### config.mk
export PLATFORM = sky130hd
export DESIGN_NAME = smb_blk_rd_pec
export DESIGN_NICKNAME = d
export VERILOG_FILES = /design/src/rtl/smb_blk_pkg.sv /design/src/rtl/smb_rst_sync.sv /design/src/rtl/smb_line_sync.sv /design/src/rtl/smb_crc8_step.sv /design/src/rtl/smb_blk_rd_pec.sv
export SDC_FILE = /design/constraint.sdc
export NUM_CORES = 1
export LEC_CHECK = 0
export CORE_MARGIN = 1.5
export CORE_UTILIZATION = 60
export CTS_CLUSTER_DIAMETER = 150
export DETAILED_ROUTE_END_ITERATION = 16
export DONT_BUFFER_PORTS = 1
export PLACE_DENSITY = 0.78
export SLEW_MARGIN = 20
export SYNTH_ARGS = -nofsm -noshare
export SYNTH_HDL_FRONTEND = slang
export SYNTH_SLANG_ARGS = --single-unit
### constraint.sdc
create_clock -name clk -period 1.6 [get_ports clk]
set_input_delay 0.4 -clock clk [delete_from_list [all_inputs] [get_ports clk]]
set_output_delay 0.4 -clock clk [all_outputs]
set_load 0.05 [all_outputs]
### src/rtl/smb_blk_pkg.sv
package smb_blk_pkg;
  typedef enum logic [3:0] {
    S_IDLE,   // waiting for a start
    S_ADDR,   // shifting in an address byte
    S_CMD,    // shifting in the command byte
    S_ACK,    // driving the ninth-clock ACK
    S_RSW,    // waiting for the repeated start
    S_TX,     // shifting out a byte
    S_TXACK,  // sampling the master's ACK/NACK
    S_TXNXT,  // loading the next byte on the coming SCL fall
    S_WAIT    // silent until start or stop
  } eng_state_e;
endpackage

### src/rtl/smb_rst_sync.sv
module smb_rst_sync (
  input  logic clk,
  input  logic arst_n,
  output logic rst_sn
);
  logic meta_q;

  always_ff @(posedge clk or negedge arst_n) begin
    if (!arst_n) begin
      meta_q <= 1'b0;
      rst_sn <= 1'b0;
    end else begin
      meta_q <= 1'b1;
      rst_sn <= meta_q;
    end
  end
endmodule

### src/rtl/smb_line_sync.sv
module smb_line_sync #(
  parameter int STAGES = 2
) (
  input  logic clk,
  input  logic rst_n,
  input  logic scl_i,
  input  logic sda_i,
  output logic sda_s,
  output logic scl_rise,
  output logic scl_fall,
  output logic start_det,
  output logic stop_det
);
  logic [STAGES:0] scl_q, sda_q;

  always_ff @(posedge clk or negedge rst_n) begin
    if (!rst_n) begin
      scl_q <= '1;
      sda_q <= '1;
    end else begin
      scl_q <= {scl_q[STAGES-1:0], scl_i};
      sda_q <= {sda_q[STAGES-1:0], sda_i};
    end
  end

  // index STAGES-1 is the synchronised level, index STAGES the previous one
  assign sda_s     = sda_q[STAGES-1];
  assign scl_rise  =  scl_q[STAGES-1] & ~scl_q[STAGES];
  assign scl_fall  = ~scl_q[STAGES-1] &  scl_q[STAGES];
  assign start_det =  scl_q[STAGES-1] & scl_q[STAGES] & ~sda_q[STAGES-1] &  sda_q[STAGES];
  assign stop_det  =  scl_q[STAGES-1] & scl_q[STAGES] &  sda_q[STAGES-1] & ~sda_q[STAGES];
endmodule

### src/rtl/smb_crc8_step.sv
module smb_crc8_step #(
  parameter logic [7:0] POLY = 8'h07
) (
  input  logic [7:0] crc_i,
  input  logic [7:0] data_i,
  output logic [7:0] crc_o
);
  logic [7:0] acc;

  always_comb begin
    acc = crc_i ^ data_i;
    for (int b = 0; b < 8; b++) begin
      acc = acc[7] ? ({acc[6:0], 1'b0} ^ POLY) : {acc[6:0], 1'b0};
    end
    crc_o = acc;
  end
endmodule

### src/rtl/smb_blk_rd_pec.sv
module smb_blk_rd_pec
  import smb_blk_pkg::*;
#(
  parameter logic [6:0] DEV_ADDR = 7'h2C,
  parameter logic [7:0] CMD_CODE = 8'hFD,
  parameter int         MAX_LEN  = 32,
  parameter logic [7:0] CRC_POLY = 8'h07,
  localparam int        LEN_W    = $clog2(MAX_LEN + 2),
  localparam int        AW       = $clog2(MAX_LEN)
) (
  input  logic             clk,
  input  logic             rst_n,
  input  logic             scl_i,
  input  logic             sda_i,
  output logic             sda_oe,
  input  logic             pec_en,
  input  logic [LEN_W-1:0] blk_len,
  output logic [AW-1:0]    rd_addr,
  input  logic [7:0]       rd_data
);
  logic rst_sn;
  logic sda_s, scl_rise, scl_fall, start_det, stop_det;

  smb_rst_sync u_rst (.clk(clk), .arst_n(rst_n), .rst_sn(rst_sn));

  smb_line_sync #(.STAGES(2)) u_sync (
    .clk(clk), .rst_n(rst_sn), .scl_i(scl_i), .sda_i(sda_i),
    .sda_s(sda_s), .scl_rise(scl_rise), .scl_fall(scl_fall),
    .start_det(start_det), .stop_det(stop_det)
  );

  eng_state_e       state_q, state_d, after_q, after_d;
  logic             rdph_q, rdph_d;
  logic [2:0]       cnt_q, cnt_d;
  logic [7:0]       sh_q, sh_d;
  logic [LEN_W-1:0] idx_q, idx_d, n_q, n_d;
  logic             pec_q, pec_d;
  logic [7:0]       crc_q, crc_d, crc_din, crc_nx;
  logic             crc_en;
  logic             oe_q, oe_d;

  logic             bus_evt;
  logic [7:0]       rx_byte, cnt_byte, nxt_byte;
  logic [LEN_W-1:0] len_cl, last_idx;

  smb_crc8_step #(.POLY(CRC_POLY)) u_crc (.crc_i(crc_q), .data_i(crc_din), .crc_o(crc_nx));

  assign bus_evt  = scl_rise | scl_fall | start_det | stop_det;
  assign rx_byte  = {sh_q[6:0], sda_s};
  assign len_cl   = (blk_len == '0 || blk_len > LEN_W'(MAX_LEN)) ? LEN_W'(MAX_LEN) : blk_len;
  assign cnt_byte = 8'(len_cl);
  assign last_idx = n_q + LEN_W'(pec_q);
  assign rd_addr  = AW'(idx_q - 1'b1);
  assign nxt_byte = (idx_q <= n_q) ? rd_data : crc_q;
  assign sda_oe   = oe_q;

  // next-state logic
  always_comb begin
    state_d = state_q;
    after_d = after_q;
    rdph_d  = rdph_q;
    cnt_d   = cnt_q;
    sh_d    = sh_q;
    idx_d   = idx_q;
    n_d     = n_q;
    pec_d   = pec_q;
    oe_d    = oe_q;
    crc_d   = crc_q;
    crc_din = rx_byte;
    crc_en  = 1'b0;

    if (stop_det) begin
      state_d = S_IDLE;
      oe_d    = 1'b0;
    end else if (start_det) begin
      state_d = S_ADDR;
      oe_d    = 1'b0;
      cnt_d   = '0;
      rdph_d  = (state_q == S_RSW);
      if (state_q != S_RSW) crc_d = '0;
    end else begin
      unique case (state_q)
        S_ADDR, S_CMD: if (scl_rise) begin
          sh_d  = rx_byte;
          cnt_d = cnt_q + 3'd1;
          if (cnt_q == 3'd7) begin
            if (state_q == S_ADDR && rx_byte == {DEV_ADDR, rdph_q}) begin
              crc_en  = 1'b1;
              state_d = S_ACK;
              after_d = rdph_q ? S_TX : S_CMD;
            end else if (state_q == S_CMD && rx_byte == CMD_CODE) begin
              crc_en  = 1'b1;
              state_d = S_ACK;
              after_d = S_RSW;
            end else begin
              state_d = S_IDLE;
            end
          end
        end
        S_ACK: if (scl_fall) begin
          if (!oe_q) begin
            oe_d = 1'b1;
          end else if (after_q == S_TX) begin
            idx_d   = '0;
            n_d     = len_cl;
            pec_d   = pec_en;
            sh_d    = cnt_byte;
            crc_din = cnt_byte;
            crc_en  = 1'b1;
            oe_d    = ~cnt_byte[7];
            cnt_d   = '0;
            state_d = S_TX;
          end else begin
            oe_d    = 1'b0;
            cnt_d   = '0;
            state_d = after_q;
          end
        end
        S_TX: begin
          if (scl_rise) begin
            cnt_d = cnt_q + 3'd1;
            if (cnt_q == 3'd7) state_d = S_TXACK;
          end
          if (scl_fall) begin
            sh_d = {sh_q[6:0], 1'b0};
            oe_d = ~sh_q[6];
          end
        end
        S_TXACK: begin
          if (scl_fall) oe_d = 1'b0;
          if (scl_rise) begin
            if (!sda_s && idx_q != last_idx) begin
              idx_d   = idx_q + 1'b1;
              state_d = S_TXNXT;
            end else begin
              state_d = S_WAIT;
            end
          end
        end
        S_TXNXT: if (scl_fall) begin
          sh_d    = nxt_byte;
          crc_din = rd_data;
          crc_en  = (idx_q <= n_q);
          oe_d    = ~nxt_byte[7];
          cnt_d   = '0;
          state_d = S_TX;
        end
        default: ;
      endcase
    end
    if (crc_en) crc_d = crc_nx;
  end

  // registers, advanced only on bus events
  always_ff @(posedge clk or negedge rst_sn) begin
    if (!rst_sn) begin
      state_q <= S_IDLE;
      after_q <= S_IDLE;
      rdph_q  <= 1'b0;
      cnt_q   <= '0;
      sh_q    <= '0;
      idx_q   <= '0;
      n_q     <= '0;
      pec_q   <= 1'b0;
      crc_q   <= '0;
      oe_q    <= 1'b0;
    end else if (bus_evt) begin
      state_q <= state_d;
      after_q <= after_d;
      rdph_q  <= rdph_d;
      cnt_q   <= cnt_d;
      sh_q    <= sh_d;
      idx_q   <= idx_d;
      n_q     <= n_d;
      pec_q   <= pec_d;
      crc_q   <= crc_d;
      oe_q    <= oe_d;
    end
  end
endmodule

==> results.py, run 1 <==
metrics = {
    "global_routing": {
        "first_global_vias": 5670,
        "grt_first_pass_wirelength_mm": 32.67,
        "overall_global_routing_usage_pct": 67.02,
        "maximum_number_of_pins_on_one_net_before_global_route_repair": 23,
        "grt_overflow": 1,
    },
    "die": {
        "die_height_um": 82.50,
        "top_level_ports": 25,
        "floorplan.die.width_um": 82.50,
        "start_util_pct": 62.94,
        "row_count": 28,
    },
    "logic_synthesis": {
        "synth-edff-count": 0,
        "synth.most_common_cell": "nand2_1",
        "syn_avg_cell_area_sq_um": 8.799,
        "ys_top_cells_by_area": "dfrtp_1 (28%), o21ai_0 (5.9%), nand2_1 (5.2%), ha_1 (4.9%), dfstp_2 (4.2%)",
        "post_synth_inst_count": 431,
        "synth-seq-area-share_pct": 31.87,
        "yosysTopAreaCellShare_pct": 27.71,
        "postSynth.asyncResetShare_pct": 100.0,
        "yosys-top-cells-count": "nand2_1 (53), o21ai_0 (45), dfrtp_1 (42)",
        "post_synthesis_cell_area_sq_um": 3792,
        "postSynth.topFlopCell": "dfrtp_1",
        "synth.ff_latch_count": 48,
        "post-synth-top-area-cell": "dfrtp_1",
        "syn-num-nets": 465,
        "ys.warnings.count": 0,
        "post_synth_num_cell_types": 69,
    },
    "clock_tree": {
        "clockBufferDepth": 2,
        "numClockSinks": 48,
        "ctsHtreeMaxLevel": 2,
        "number_of_buffers_added_by_the_clock_tree_synthesis_step": 5,
        "root_buffer": "clkbuf_8",
    },
    "run_status": {
        "last_stage": "5_1_grt",
        "outcome": "stopped before the end",
        "toolErrorMsg": "[ERROR GRT-0116] Global routing finished with congestion. Check the congestion regions in the DRC Viewer.",
    },
    "placed_design": {
        "routabilityCongestion": 0.9929,
        "dpl.hpwl_mm": 9.912,
        "io_buffers": 0,
    },
}
==> layer usage <==
layer | track usage [%] | GRT overflow
met5 | 5.833 | 0
met4 | 59.83 | 0
met3 | 52.53 | 0
met2 | 83.90 | 0
met1 | 69.84 | 1
==> logic make-up after synthesis <==
family,synth area share [%]
adder cells (fa/ha/maj),4.949
flip-flops,31.87
XOR/XNOR,9.238
AND/OR/NAND/NOR,20.79
buffers and inverters,4.454
other,0.09888
multiplexers,5.839
AO/OA/AOI/OAI,22.77
==> metrics by stage <==
step	instance area (sq um)	setup WS, ns	instances
global placement	5104	-0.7770	625
detailed placement	5104	-0.8286	625
floorplan	4064	-0.8627	431
CTS	5787	-0.8147	652
==> what timing repair did <==
action                                  4_1_cts
gates resized for setup                      93
hold endpoints to repair                      2
hold buffers                                  1
cloned                                        1
endpoints found under the setup margin       43
setup buffers                                19
pin swaps                                    41
==> run 2: changes to the inputs <==
Settings changed: CORE_UTILIZATION 60 to 40, CTS_CLUSTER_DIAMETER 150 to not set, PLACE_DENSITY 0.78 to not set, PLACE_DENSITY_LB_ADDON set to 0.15.
==> run 2 against run 1 <==
- the flow now finishes, with violations (negative setup slack)
- synthesized area unchanged
- synthesized cell count unchanged
==> results.py, run 2 <==
metrics = {
    "global_routing": {
        "grt_antenna_before_repair": 0,
        "maximum_number_of_pins_on_one_net_before_global_route_repair": 25,
        "first_global_vias": 3963,
        "grt_overflow": 0,
        "grt_first_pass_wirelength_mm": 20.48,
        "overall_global_routing_usage_pct": 26.33,
    },
    "route": {
        "num_vias": 4045,
        "drcViolationCount": 0,
        "vias_per_cell": 5.705,
        "routedWlPerCell_um": 18.83,
        "dr.first_iter.drc_count": 291,
        "drt.antenna.violating_nets": 0,
        "drtPass1Iterations": 5,
        "postRouteWirelength_mm": 13.35,
    },
    "logic_synthesis": {
        "postSynth.topFlopCell": "dfrtp_1",
        "post_synth_inst_count": 431,
        "synth-edff-count": 0,
        "yosysTopAreaCellShare_pct": 27.71,
        "synth.most_common_cell": "nand2_1",
        "post-synth-top-area-cell": "dfrtp_1",
        "synth.ff_latch_count": 48,
        "post_synth_num_cell_types": 69,
        "synth-seq-area-share_pct": 31.87,
        "yosys-top-cells-count": "nand2_1 (53), o21ai_0 (45), dfrtp_1 (42)",
        "postSynth.asyncResetShare_pct": 100.0,
        "syn-num-nets": 465,
        "ys_top_cells_by_area": "dfrtp_1 (28%), o21ai_0 (5.9%), nand2_1 (5.2%), ha_1 (4.9%), dfstp_2 (4.2%)",
        "ys.warnings.count": 0,
        "post_synthesis_cell_area_sq_um": 3792,
        "syn_avg_cell_area_sq_um": 8.799,
    },
    "finish": {
        "finish.net_count": 631,
        "fill_cells": 678,
        "commonest_non_fill_non_tap_cell_in_the_layout": "buf_4",
        "share_of_the_core_filled_with_cells_in_the_final_layout_pct": 67.33,
        "final_cell_mix": "buf_4 (146), nand2_1 (43), dfrtp_1 (38)",
        "flip_flop_count_of_the_largest_register_after_layout": 8,
        "syn2layout_area_growth_pct": 63.28,
        "diodes": 0,
        "reg_top3": "crc_q x8, sh_q x7",
        "registers.top_by_ff_count": "crc_q",
        "post_route_cells_drive_above_1_share_pct": 52.17,
    },
    "critical_path": {
        "path_max_fanout": 7,
        "crit_required_ns": 1.84,
        "crit_path_start_kind": "flip-flop",
        "signal_arrival_time_at_the_worst_endpoint_ns": 2.71,
        "crit_path_end_kind": "flip-flop",
        "worstSetupPathType": "reg -> reg",
    },
    "timing": {
        "unrepaired_setup_endpoints_after_global_routing": "yes",
        "min_period_ns": 2.476,
        "final.setup.worst_slack_ns": -0.8760,
        "finalHoldViolations": 0,
        "timing.fmax_mhz": 403.9,
        "setup_viol_count_final": 43,
        "slew_violations": 0,
        "timing_worst_slew_pin_value_ns": 0.5035,
        "clock_skew_ns": 0.01243,
        "hold_slack_ns": 0.07954,
        "fin_crit_sh_pct": 154.7,
        "max_slew_margin_pct": 66.08,
    },
    "run_status": {
        "failing_checks": "negative setup slack",
        "outcome": "finished, violations left",
    },
    "die": {
        "floorplan.die_area_sq_um": 10070,
        "start_util_pct": 41.24,
        "row_count": 35,
        "die_height_um": 100.4,
        "top_level_ports": 25,
        "core_outline_area_sq_um": 9196,
        "floorplan.die.width_um": 100.4,
    },
    "clock_tree": {
        "number_of_buffers_added_by_the_clock_tree_synthesis_step": 5,
        "root_buffer": "clkbuf_8",
        "clock_tree_from_tritoncts": "yes",
        "ctsHtreeMaxLevel": 2,
        "numClockSinks": 48,
        "clk_pin_slew_ns": 0.09,
        "insertion_delay_ns": 0.31,
        "clockBufferDepth": 2,
    },
    "power": {
        "leak_pwr_nw": 2.812,
        "design_power_mw": 4.483,
        "power.density_nw_per_um2": 723.9,
        "worst_ir_drop_vdd_uv": 716.7,
    },
    "placed_design": {
        "dpl.hpwl_mm": 9.703,
        "post_place_worst_slack_ns": -0.8946,
        "routabilityCongestion": 0.9345,
        "io_buffers": 0,
    },
    "min_path": {
        "hold_path_class": "in -> reg",
    },
    "run": {
        "max_cap_viol_count": 0,
    },
}
## run 2: cell counts after synthesis
Identical to the previous run, type by type.
## run 2: layout make-up
| cell class | count | area, sq um | share of cell area, % |
|---|---|---|---|
| Clock buffer | 6 | 72.57 | 1.172 |
| Clock inverter | 2 | 35.03 | 0.5658 |
| Inverter | 22 | 90.09 | 1.455 |
| Multi-Input combinational cell | 344 | 3138 | 50.68 |
| Sequential cell | 48 | 1214 | 19.60 |
| Tap cell | 111 | 138.9 | 2.243 |
| Timing Repair Buffer | 176 | 1504 | 24.29 |
## run 2: path summary, 6_finish.rpt
path / slack, ns / cells past startpoint / start / end
min reg2reg: 0.15 / 0 / u_rst.rst_sn / idx_q[1]
max reg2reg: -0.88 / 9 / u_sync.scl_q[2] / crc_q[4]
min: 0.08 / 0 / scl_i / u_sync.scl_q[0]
max in group asynchronous: 0.93 / 1 / u_rst.rst_sn / u_sync.sda_q[1]
min in group asynchronous: 0.15 / 0 / u_rst.rst_sn / idx_q[1]
max: -0.88 / 9 / u_sync.scl_q[2] / crc_q[4]
## run 2: critical path: stages (launching register included)
cell,delay (ns)
dfstp_2,0.58
ha_4,0.21
buf_4,0.14
nand2_1,0.08
nor4_4,0.22
o21ai_2,0.11
a221oi_4,0.29
xnor3_1,0.37
mux2_4,0.28
mux2i_4,0.12
## run 2: cell families after synthesis
logic type / share of synthesized area, %
flip-flops: 31.87
AND/OR/NAND/NOR: 20.79
multiplexers: 5.839
buffers and inverters: 4.454
AO/OA/AOI/OAI: 22.77
adder cells (fa/ha/maj): 4.949
other: 0.09888
XOR/XNOR: 9.238
## run 2: stage by stage
step / TNS (ns) / std cells / cell area (sq um)
6_report: -23.38 / 709 / 6192
3_3_place_gp: -22.18 / 664 / 5184
4_1_cts: -21.45 / 694 / 5808
3_5_place_dp: -23.34 / 664 / 5184
5_1_grt: -27.45 / 709 / 6192
2_1_floorplan: -17.49 / 431 / 4064
## run 2: where the power goes
part | leakage (nW) | switching, mW | internal [mW] | total, mW
Sequential | 0.581 | 0.127 | 1.35 | 1.48
Clock | 0.0552 | 0.435 | 0.465 | 0.900
Combinational | 2.18 | 0.939 | 1.16 | 2.10
## run 2: metal layers
metal | vias to the layer above | routed length, um | global-route usage, % | share of wire [%]
li1 | 1913 | - | - | -
met2 | 130 | 6807 | 46.42 | 51
met1 | 1958 | 5464 | 32.74 | 41
met5 | - | 0 | 0 | 0
met3 | 44 | 574 | 3.621 | 4.3
met4 | 0 | 507 | 9.751 | 3.8
## run 2: timing repair
| item | in CTS | in global routing |
|---|---|---|
| hold buffers | 1 | 0 |
| pin swaps | 32 | 45 |
| setup endpoints to repair | 43 | 43 |
| setup buffers | 20 | 19 |
| hold endpoints to repair | 2 | 0 |
| gates cloned | 1 | 1 |
| resized for setup | 72 | 61 |
Note: power is estimated with default switching activity, not from simulation.
==> run 3: changes to the inputs <==
Settings changed: ABC_CLOCK_PERIOD_IN_PS set to 1600, CORE_ASPECT_RATIO set to 2, PLACE_DENSITY set to 0.53, PLACE_DENSITY_LB_ADDON 0.15 to not set.
==> run 3 against run 2 <==
- the flow still finishes with violations (negative setup slack)
- register-to-register slack worse by 0.02 ns
- sequential power is 3% higher
- worst hold slack better by 0.013 ns
- non-clock buffer count is 10 lower
- first-iteration DRC count is 38% lower
- clock skew is 0.010 ns lower
- via count is 1.4% higher
- die area is 0.35% higher
- critical path depth is 1 lower
- clock power is 43% higher
- combinational power hardly changed
- routed wire length is 14% higher
- critical path type unchanged
- critical endpoint unchanged
- largest power group unchanged
==> results.py, run 3 (synthesized netlist as in run 2, its figures left out) <==
metrics = {
    "clock_tree": {
        "insertion_delay_ns": 0.30,
        "ctsHtreeMaxLevel": 2,
        "clockBufferDepth": 2,
        "numClockSinks": 48,
        "clock_tree_from_tritoncts": "yes",
        "number_of_buffers_added_by_the_clock_tree_synthesis_step": 5,
        "clk_pin_slew_ns": 0.07,
        "root_buffer": "clkbuf_16",
    },
    "die": {
        "top_level_ports": 25,
        "die_height_um": 140.7,
        "floorplan.die.width_um": 71.85,
        "start_util_pct": 40.96,
        "core_outline_area_sq_um": 9259,
        "floorplan.die_area_sq_um": 10110,
        "row_count": 50,
    },
    "critical_path": {
        "worstSetupPathType": "reg -> reg",
        "stage_delay_of_the_slowest_cell_on_the_critical_path_ns": 0.60,
        "signal_arrival_time_at_the_worst_endpoint_ns": 2.72,
        "crit_path_start_kind": "flip-flop",
        "reg2reg_slack_ns": -0.89,
        "r2r-end": "crc_q[4]",
        "crit_family": "compound AO/OA/AOI/OAI gates",
        "crit_required_ns": 1.82,
        "path_max_fanout": 6,
        "crit_path_end_kind": "flip-flop",
        "timing.critical_path.slowest_stage_cell": "dfstp_2",
        "rr_startpoint": "u_sync.sda_q[1]",
        "critical_path.cell_chain": "xor2_1, buf_4, a21oi_4, o21ai_4, a221oi_4, xnor3_1, mux2_4, mux2i_4",
        "cp_num_buf_inv": 1,
        "ff2ff_path_depth": 8,
    },
    "run_status": {
        "outcome": "finished, violations left",
        "failing_checks": "negative setup slack",
    },
    "route": {
        "routedWlPerCell_um": 22.00,
        "postRouteWirelength_mm": 15.22,
        "drcViolationCount": 0,
        "drtPass1Iterations": 7,
        "vias_per_cell": 5.926,
        "num_vias": 4101,
        "dr.first_iter.drc_count": 180,
        "drt.antenna.violating_nets": 0,
    },
    "placed_design": {
        "post_place_worst_slack_ns": -0.9198,
        "dpl.hpwl_mm": 11.37,
        "io_buffers": 0,
        "placed_cells": 651,
        "routabilityCongestion": 0.9994,
    },
    "run": {
        "max_cap_viol_count": 0,
    },
    "global_routing": {
        "maximum_number_of_pins_on_one_net_before_global_route_repair": 25,
        "grt_first_pass_wirelength_mm": 23.19,
        "first_global_vias": 4347,
        "grtUsageMet2_pct": 57.55,
        "grt_use_met1_pct": 28.18,
        "global_route.peak_usage_layer": "met2",
        "use_met3_pct": 4.432,
        "overall_global_routing_usage_pct": 30.47,
        "grt_antenna_before_repair": 0,
        "grt_overflow": 0,
    },
    "timing": {
        "clock_skew_ns": 0.002073,
        "timing.fmax_mhz": 401.4,
        "timing_worst_slew_pin_value_ns": 0.5865,
        "final.setup.worst_slack_ns": -0.8910,
        "min_period_ns": 2.491,
        "max_slew_margin_pct": 60.90,
        "unrepaired_setup_endpoints_after_global_routing": "yes",
        "slew_violations": 0,
        "fin_crit_sh_pct": 155.7,
        "finalHoldViolations": 0,
        "setup_viol_count_final": 43,
        "setup_tns_ns": -22.94,
    },
    "finish": {
        "commonest_non_fill_non_tap_cell_in_the_layout": "buf_4",
        "finish.net_count": 621,
        "final_cell_mix": "buf_4 (131), nand2_1 (43), dfrtp_1 (36)",
        "flip_flop_count_of_the_largest_register_after_layout": 8,
        "reg_top3": "crc_q x8, sh_q x7",
        "post_route_cells_drive_above_1_share_pct": 53.91,
        "fill_cells": 748,
        "registers.top_by_ff_count": "crc_q",
        "share_of_the_core_filled_with_cells_in_the_final_layout_pct": 67.85,
        "diodes": 0,
        "syn2layout_area_growth_pct": 65.66,
        "final_cells": 692,
    },
    "min_path": {
        "hold_path_class": "in -> reg",
        "hold_path_startpoint": "sda_i",
        "worst_hold_path.num_cells": 0,
        "min_delay_worst_endpoint": "u_sync.sda_q[0]",
    },
    "power": {
        "leak_pwr_nw": 2.791,
        "worst_ir_drop_vdd_uv": 905.9,
        "power.density_nw_per_um2": 785.1,
    },
}
## run 3: cell types whose count changed in the layout (fill, tap and decap cells not counted), sizes merged
| cell | before | now |
|---|---|---|
| clkbuf | 6 | 7 |
| buf | 175 | 164 |
## run 3: final cells by class
type	instances	area [sq um]	share of cell area, %
multi-input combinational	344	3238	51.54
timing repair buffer	166	1430	22.76
sequential	48	1216	19.36
clock buffer	6	138.9	2.211
tap	104	130.1	2.071
inverter	22	90.09	1.434
clock inverter	2	38.79	0.6174
## run 3: how the worst max path moves through the flow
stage	from	slack (ns)	depth (start not counted)	endpoint
2_1_floorplan	idx_q[0]	-0.86	9	crc_q[4]
4_1_cts	u_sync.scl_q[2]	-0.84	9	crc_q[2]
3_3_place_gp	u_sync.scl_q[2]	-0.89	8	crc_q[4]
3_5_place_dp	u_sync.scl_q[2]	-0.92	8	crc_q[4]
5_1_grt	u_sync.sda_q[1]	-0.97	8	crc_q[4]
6_report	u_sync.sda_q[1]	-0.89	8	crc_q[4]
## run 3: timing repair
item	in CTS	in global routing
endpoints found under the setup margin	43	44
gates resized for setup	101	60
hold buffers	1	0
hold endpoints to repair	2	0
pin swaps	48	34
buffers inserted	19	17
## run 3: where the power goes
group	internal, mW	switching [mW]
Combinational	1.16	0.964
Sequential	1.36	0.160
Clock	0.784	0.505
## run 3: metrics by stage
| step | cell area [sq um] | total power [mW] | hold slack, ns |
|---|---|---|---|
| finish | 6282 | 4.932 | 0.09272 |
| floorplan | 4064 | 2.668 | 0.1044 |
| detailed placement | 5142 | 3.434 | 0.1044 |
| global route | 6282 | 5.158 | 0.08777 |
| CTS | 5889 | 4.880 | 0.09022 |
| global placement | 5142 | 3.405 | 0.1045 |
## run 3: worst reg2reg max path: cells and delay by family, from the launching register on
| kind | cells | cell delay [ns] |
|---|---|---|
| XOR/XNOR | 2 | 0.49 |
| multiplexers | 2 | 0.40 |
| buffers and inverters | 1 | 0.16 |
| flip-flops | 1 | 0.60 |
| AO/OA/AOI/OAI | 3 | 0.75 |
## run 3: per-layer routing
metal	routed length, um	share of wire, %
met5	0	0
met1	4742	31
met4	1153	7.6
met2	8793	58
met3	531	3.5
==> run 4: changes to the inputs <==
Settings changed: ABC_AREA set to 1.
==> run 4 against run 3 <==
- the flow still finishes with violations (negative setup slack)
- utilization is 3.1 points higher
- register-to-register slack better by 0.34 ns
- via count is 17% higher
- routed wire length is 7.0% higher
- critical path depth is 7 higher
- non-clock buffer count is 16 higher
- highest routed layer unchanged
- largest cell class unchanged
- cell count is 25% higher
- setup slack better by 0.34 ns
- total power is 30% higher
- critical endpoint is now crc_q[7]
- synthesized cell count is 34% higher
- sequential power is 8% higher
- die area is 0.73% higher
==> results.py, run 4 <==
metrics = {
    "route": {
        "dr.first_iter.drc_count": 291,
        "postRouteWirelength_mm": 16.29,
        "drt.antenna.violating_nets": 0,
        "drtPass1Iterations": 5,
        "drcViolationCount": 0,
        "routedWlPerCell_um": 18.78,
        "num_vias": 4804,
        "vias_per_cell": 5.541,
    },
    "timing": {
        "unrepaired_setup_endpoints_after_global_routing": "yes",
        "timing.fmax_mhz": 463.9,
        "finalHoldViolations": 0,
        "fin_crit_sh_pct": 134.7,
        "clock_skew_ns": 0.008682,
        "hold_slack_ns": 0.09841,
        "slew_violations": 0,
        "setup_viol_count_final": 44,
        "final.setup.worst_slack_ns": -0.5555,
        "min_period_ns": 2.155,
    },
    "min_path": {
        "hold_path_startpoint": "sda_i",
        "min_delay_worst_endpoint": "u_sync.sda_q[0]",
        "worst_hold_path.num_cells": 0,
        "hold_path_class": "in -> reg",
    },
    "finish": {
        "reg_top3": "crc_q x8, sh_q x7",
        "commonest_non_fill_non_tap_cell_in_the_layout": "buf_4",
        "multi_input_comb_area_sq_um": 3198,
        "share_of_the_core_filled_with_cells_in_the_final_layout_pct": 70.98,
        "post_route_cells_drive_above_1_share_pct": 53.08,
        "fill_cells": 735,
        "final_cell_mix": "buf_4 (146), nand2_1 (123), inv_1 (46), nand2_2 (46), dfrtp_1 (39)",
        "syn2layout_area_growth_pct": 73.15,
        "finish.net_count": 796,
        "diodes": 0,
        "flip_flop_count_of_the_largest_register_after_layout": 8,
        "registers.top_by_ff_count": "crc_q",
        "seqCellArea_sq_um": 1212,
    },
    "die": {
        "floorplan.die.width_um": 72.11,
        "top_level_ports": 25,
        "core_outline_area_sq_um": 9321,
        "row_count": 50,
        "die_height_um": 141.2,
        "floorplan.die_area_sq_um": 10180,
        "start_util_pct": 40.99,
    },
    "critical_path": {
        "ff2ff_path_depth": 15,
        "signal_arrival_time_at_the_worst_endpoint_ns": 2.34,
        "path_max_fanout": 4,
        "crit_path_end_kind": "flip-flop",
        "worstSetupPathType": "reg -> reg",
        "critical_path.cell_chain": "ha_4, nand2_4, inv_6, nand2_4, nand2_4, nand4_1, nand2_2, nand2_2, nand2_2, nand2_2, buf_4, nand2_2, nand3_1, nand3_1, nand2_1",
        "stage_delay_of_the_slowest_cell_on_the_critical_path_ns": 0.59,
        "crit_path_start_kind": "flip-flop",
        "rr_startpoint": "u_sync.scl_q[2]",
        "path_common_cell": "nand2_2",
        "cp_num_buf_inv": 2,
        "critical_path_depth": 15,
        "crit_family": "simple AND/OR/NAND/NOR gates",
        "r2r-end": "crc_q[7]",
        "reg2reg_slack_ns": -0.56,
        "timing.critical_path.slowest_stage_cell": "dfstp_2",
        "crit_required_ns": 1.79,
    },
    "logic_synthesis": {
        "yosysTopAreaCellShare_pct": 27.50,
        "syn-num-nets": 612,
        "postSynth.topFlopCell": "dfrtp_1",
        "synth.most_common_cell": "nand2_1",
        "post_synthesis_cell_area_sq_um": 3821,
        "post_synth_inst_count": 578,
        "synth-seq-area-share_pct": 31.63,
        "post_synth_num_cell_types": 42,
        "post-synth-top-area-cell": "dfrtp_1",
        "syn_avg_cell_area_sq_um": 6.611,
        "synth-edff-count": 0,
        "yosys-top-cells-count": "nand2_1 (176), inv_1 (71), nand3_1 (63)",
        "ys_top_cells_by_area": "dfrtp_1 (28%), nand2_1 (17%), nand3_1 (8.3%), inv_1 (7.0%), ha_1 (4.9%)",
        "synth.ff_latch_count": 48,
        "ys.warnings.count": 0,
        "postSynth.asyncResetShare_pct": 100.0,
    },
    "global_routing": {
        "first_global_vias": 4806,
        "maximum_number_of_pins_on_one_net_before_global_route_repair": 47,
        "grt_first_pass_wirelength_mm": 24.25,
        "grt_antenna_before_repair": 0,
        "overall_global_routing_usage_pct": 31.62,
        "grt_overflow": 0,
    },
    "clock_tree": {
        "ctsHtreeMaxLevel": 2,
        "clk_pin_slew_ns": 0.07,
        "clock_tree_from_tritoncts": "yes",
        "numClockSinks": 48,
        "root_buffer": "clkbuf_16",
        "clockBufferDepth": 2,
        "insertion_delay_ns": 0.30,
        "number_of_buffers_added_by_the_clock_tree_synthesis_step": 5,
    },
    "run_status": {
        "failing_checks": "negative setup slack",
        "outcome": "finished, violations left",
    },
    "run": {
        "max_cap_viol_count": 0,
    },
    "placed_design": {
        "dpl.hpwl_mm": 12.08,
        "routabilityCongestion": 0.9848,
        "io_buffers": 0,
    },
    "power": {
        "power.density_nw_per_um2": 972.6,
        "leak_pwr_nw": 3.164,
        "worst_ir_drop_vdd_uv": 960.5,
    },
}
## run 4: changes by cell type after synthesis, sizes merged, moves of 11 or more
cell   change
inv       +58
mux2i     -15
nand2    +130
nand3     +48
nor2      +19
o21ai     -11
xnor2     -13
## run 4: how the worst max path moves through the flow
stage | from | end | slack, ns
3_3_place_gp | state_q[0] | crc_q[7] | -0.64
5_1_grt | state_q[2] | crc_q[1] | -0.72
4_1_cts | u_sync.scl_q[2] | crc_q[3] | -0.53
6_report | u_sync.scl_q[2] | crc_q[7] | -0.56
2_1_floorplan | idx_q[0] | sh_q[1] | -0.38
3_5_place_dp | u_sync.scl_q[1] | crc_q[6] | -0.66
## run 4: layout make-up
type,count,share of cell area (%)
Clock buffer,5,1.891
Clock inverter,3,0.6997
Inverter,80,4.992
Multi-Input combinational cell,445,48.34
Sequential cell,48,18.32
Tap cell,104,1.967
Timing Repair Buffer,182,23.79
## run 4: report_power, final
group	leakage, nW	internal, mW	switching [mW]
combinational	2.51	1.49	2.06
clock	0.0804	0.744	0.502
sequential	0.572	1.41	0.220
total	3.16	3.65	2.79
## run 4: cell families (layout without fill, tap and decap cells)
logic type               Yosys count  in the layout  share of synthesized area, %
AND/OR/NAND/NOR                  322            323                         37.52
other                              1              1                       0.09814
multiplexers                       1              1                        0.2620
AO/OA/AOI/OAI                     94             94                         14.28
adder cells (fa/ha/maj)           15             15                         4.912
flip-flops                        48             48                         31.63
buffers and inverters             86            270                         8.775
XOR/XNOR                          11             11                         2.521
## run 4: worst register-to-register path: stages, from the launching register on
cell	delay, ns
dfstp_2	0.59
ha_4	0.18
nand2_4	0.07
inv_6	0.08
nand2_4	0.06
nand2_4	0.08
nand4_1	0.19
nand2_2	0.15
nand2_2	0.08
nand2_2	0.07
nand2_2	0.06
buf_4	0.15
nand2_2	0.08
nand3_1	0.08
nand3_1	0.08
nand2_1	0.05
## run 4: what timing repair did
item | 4_1_cts | 5_1_grt
pin swaps | 45 | 53
gates resized for setup | 114 | 134
setup endpoints to repair | 45 | 44
buffers inserted | 17 | 21
hold endpoints to repair | 2 | 0
hold buffers | 1 | 0
gates cloned | 1 | 0
## run 4: routing by layer
| layer | GRT usage, % | wire length, um | vias up |
|---|---|---|---|
| li1 | - | - | 2272 |
| met1 | 28.45 | 4944 | 2273 |
| met2 | 63.94 | 9513 | 168 |
| met3 | 3.360 | 600 | 91 |
| met4 | 17.97 | 1226 | 0 |
| met5 | 0 | 0 | - |
## run 4: stage by stage
step	cell area, sq um	TNS [ns]	std cells	power, mW	worst slack (ns)
finish	6616	-17.73	867	6.435	-0.5555
global route	6616	-22.39	867	6.819	-0.7217
CTS	5949	-15.73	847	5.830	-0.5310
detailed placement	5223	-19.11	820	4.315	-0.6575
global placement	5223	-17.69	820	4.279	-0.6387
floorplan	4014	-10.14	578	3.161	-0.3835
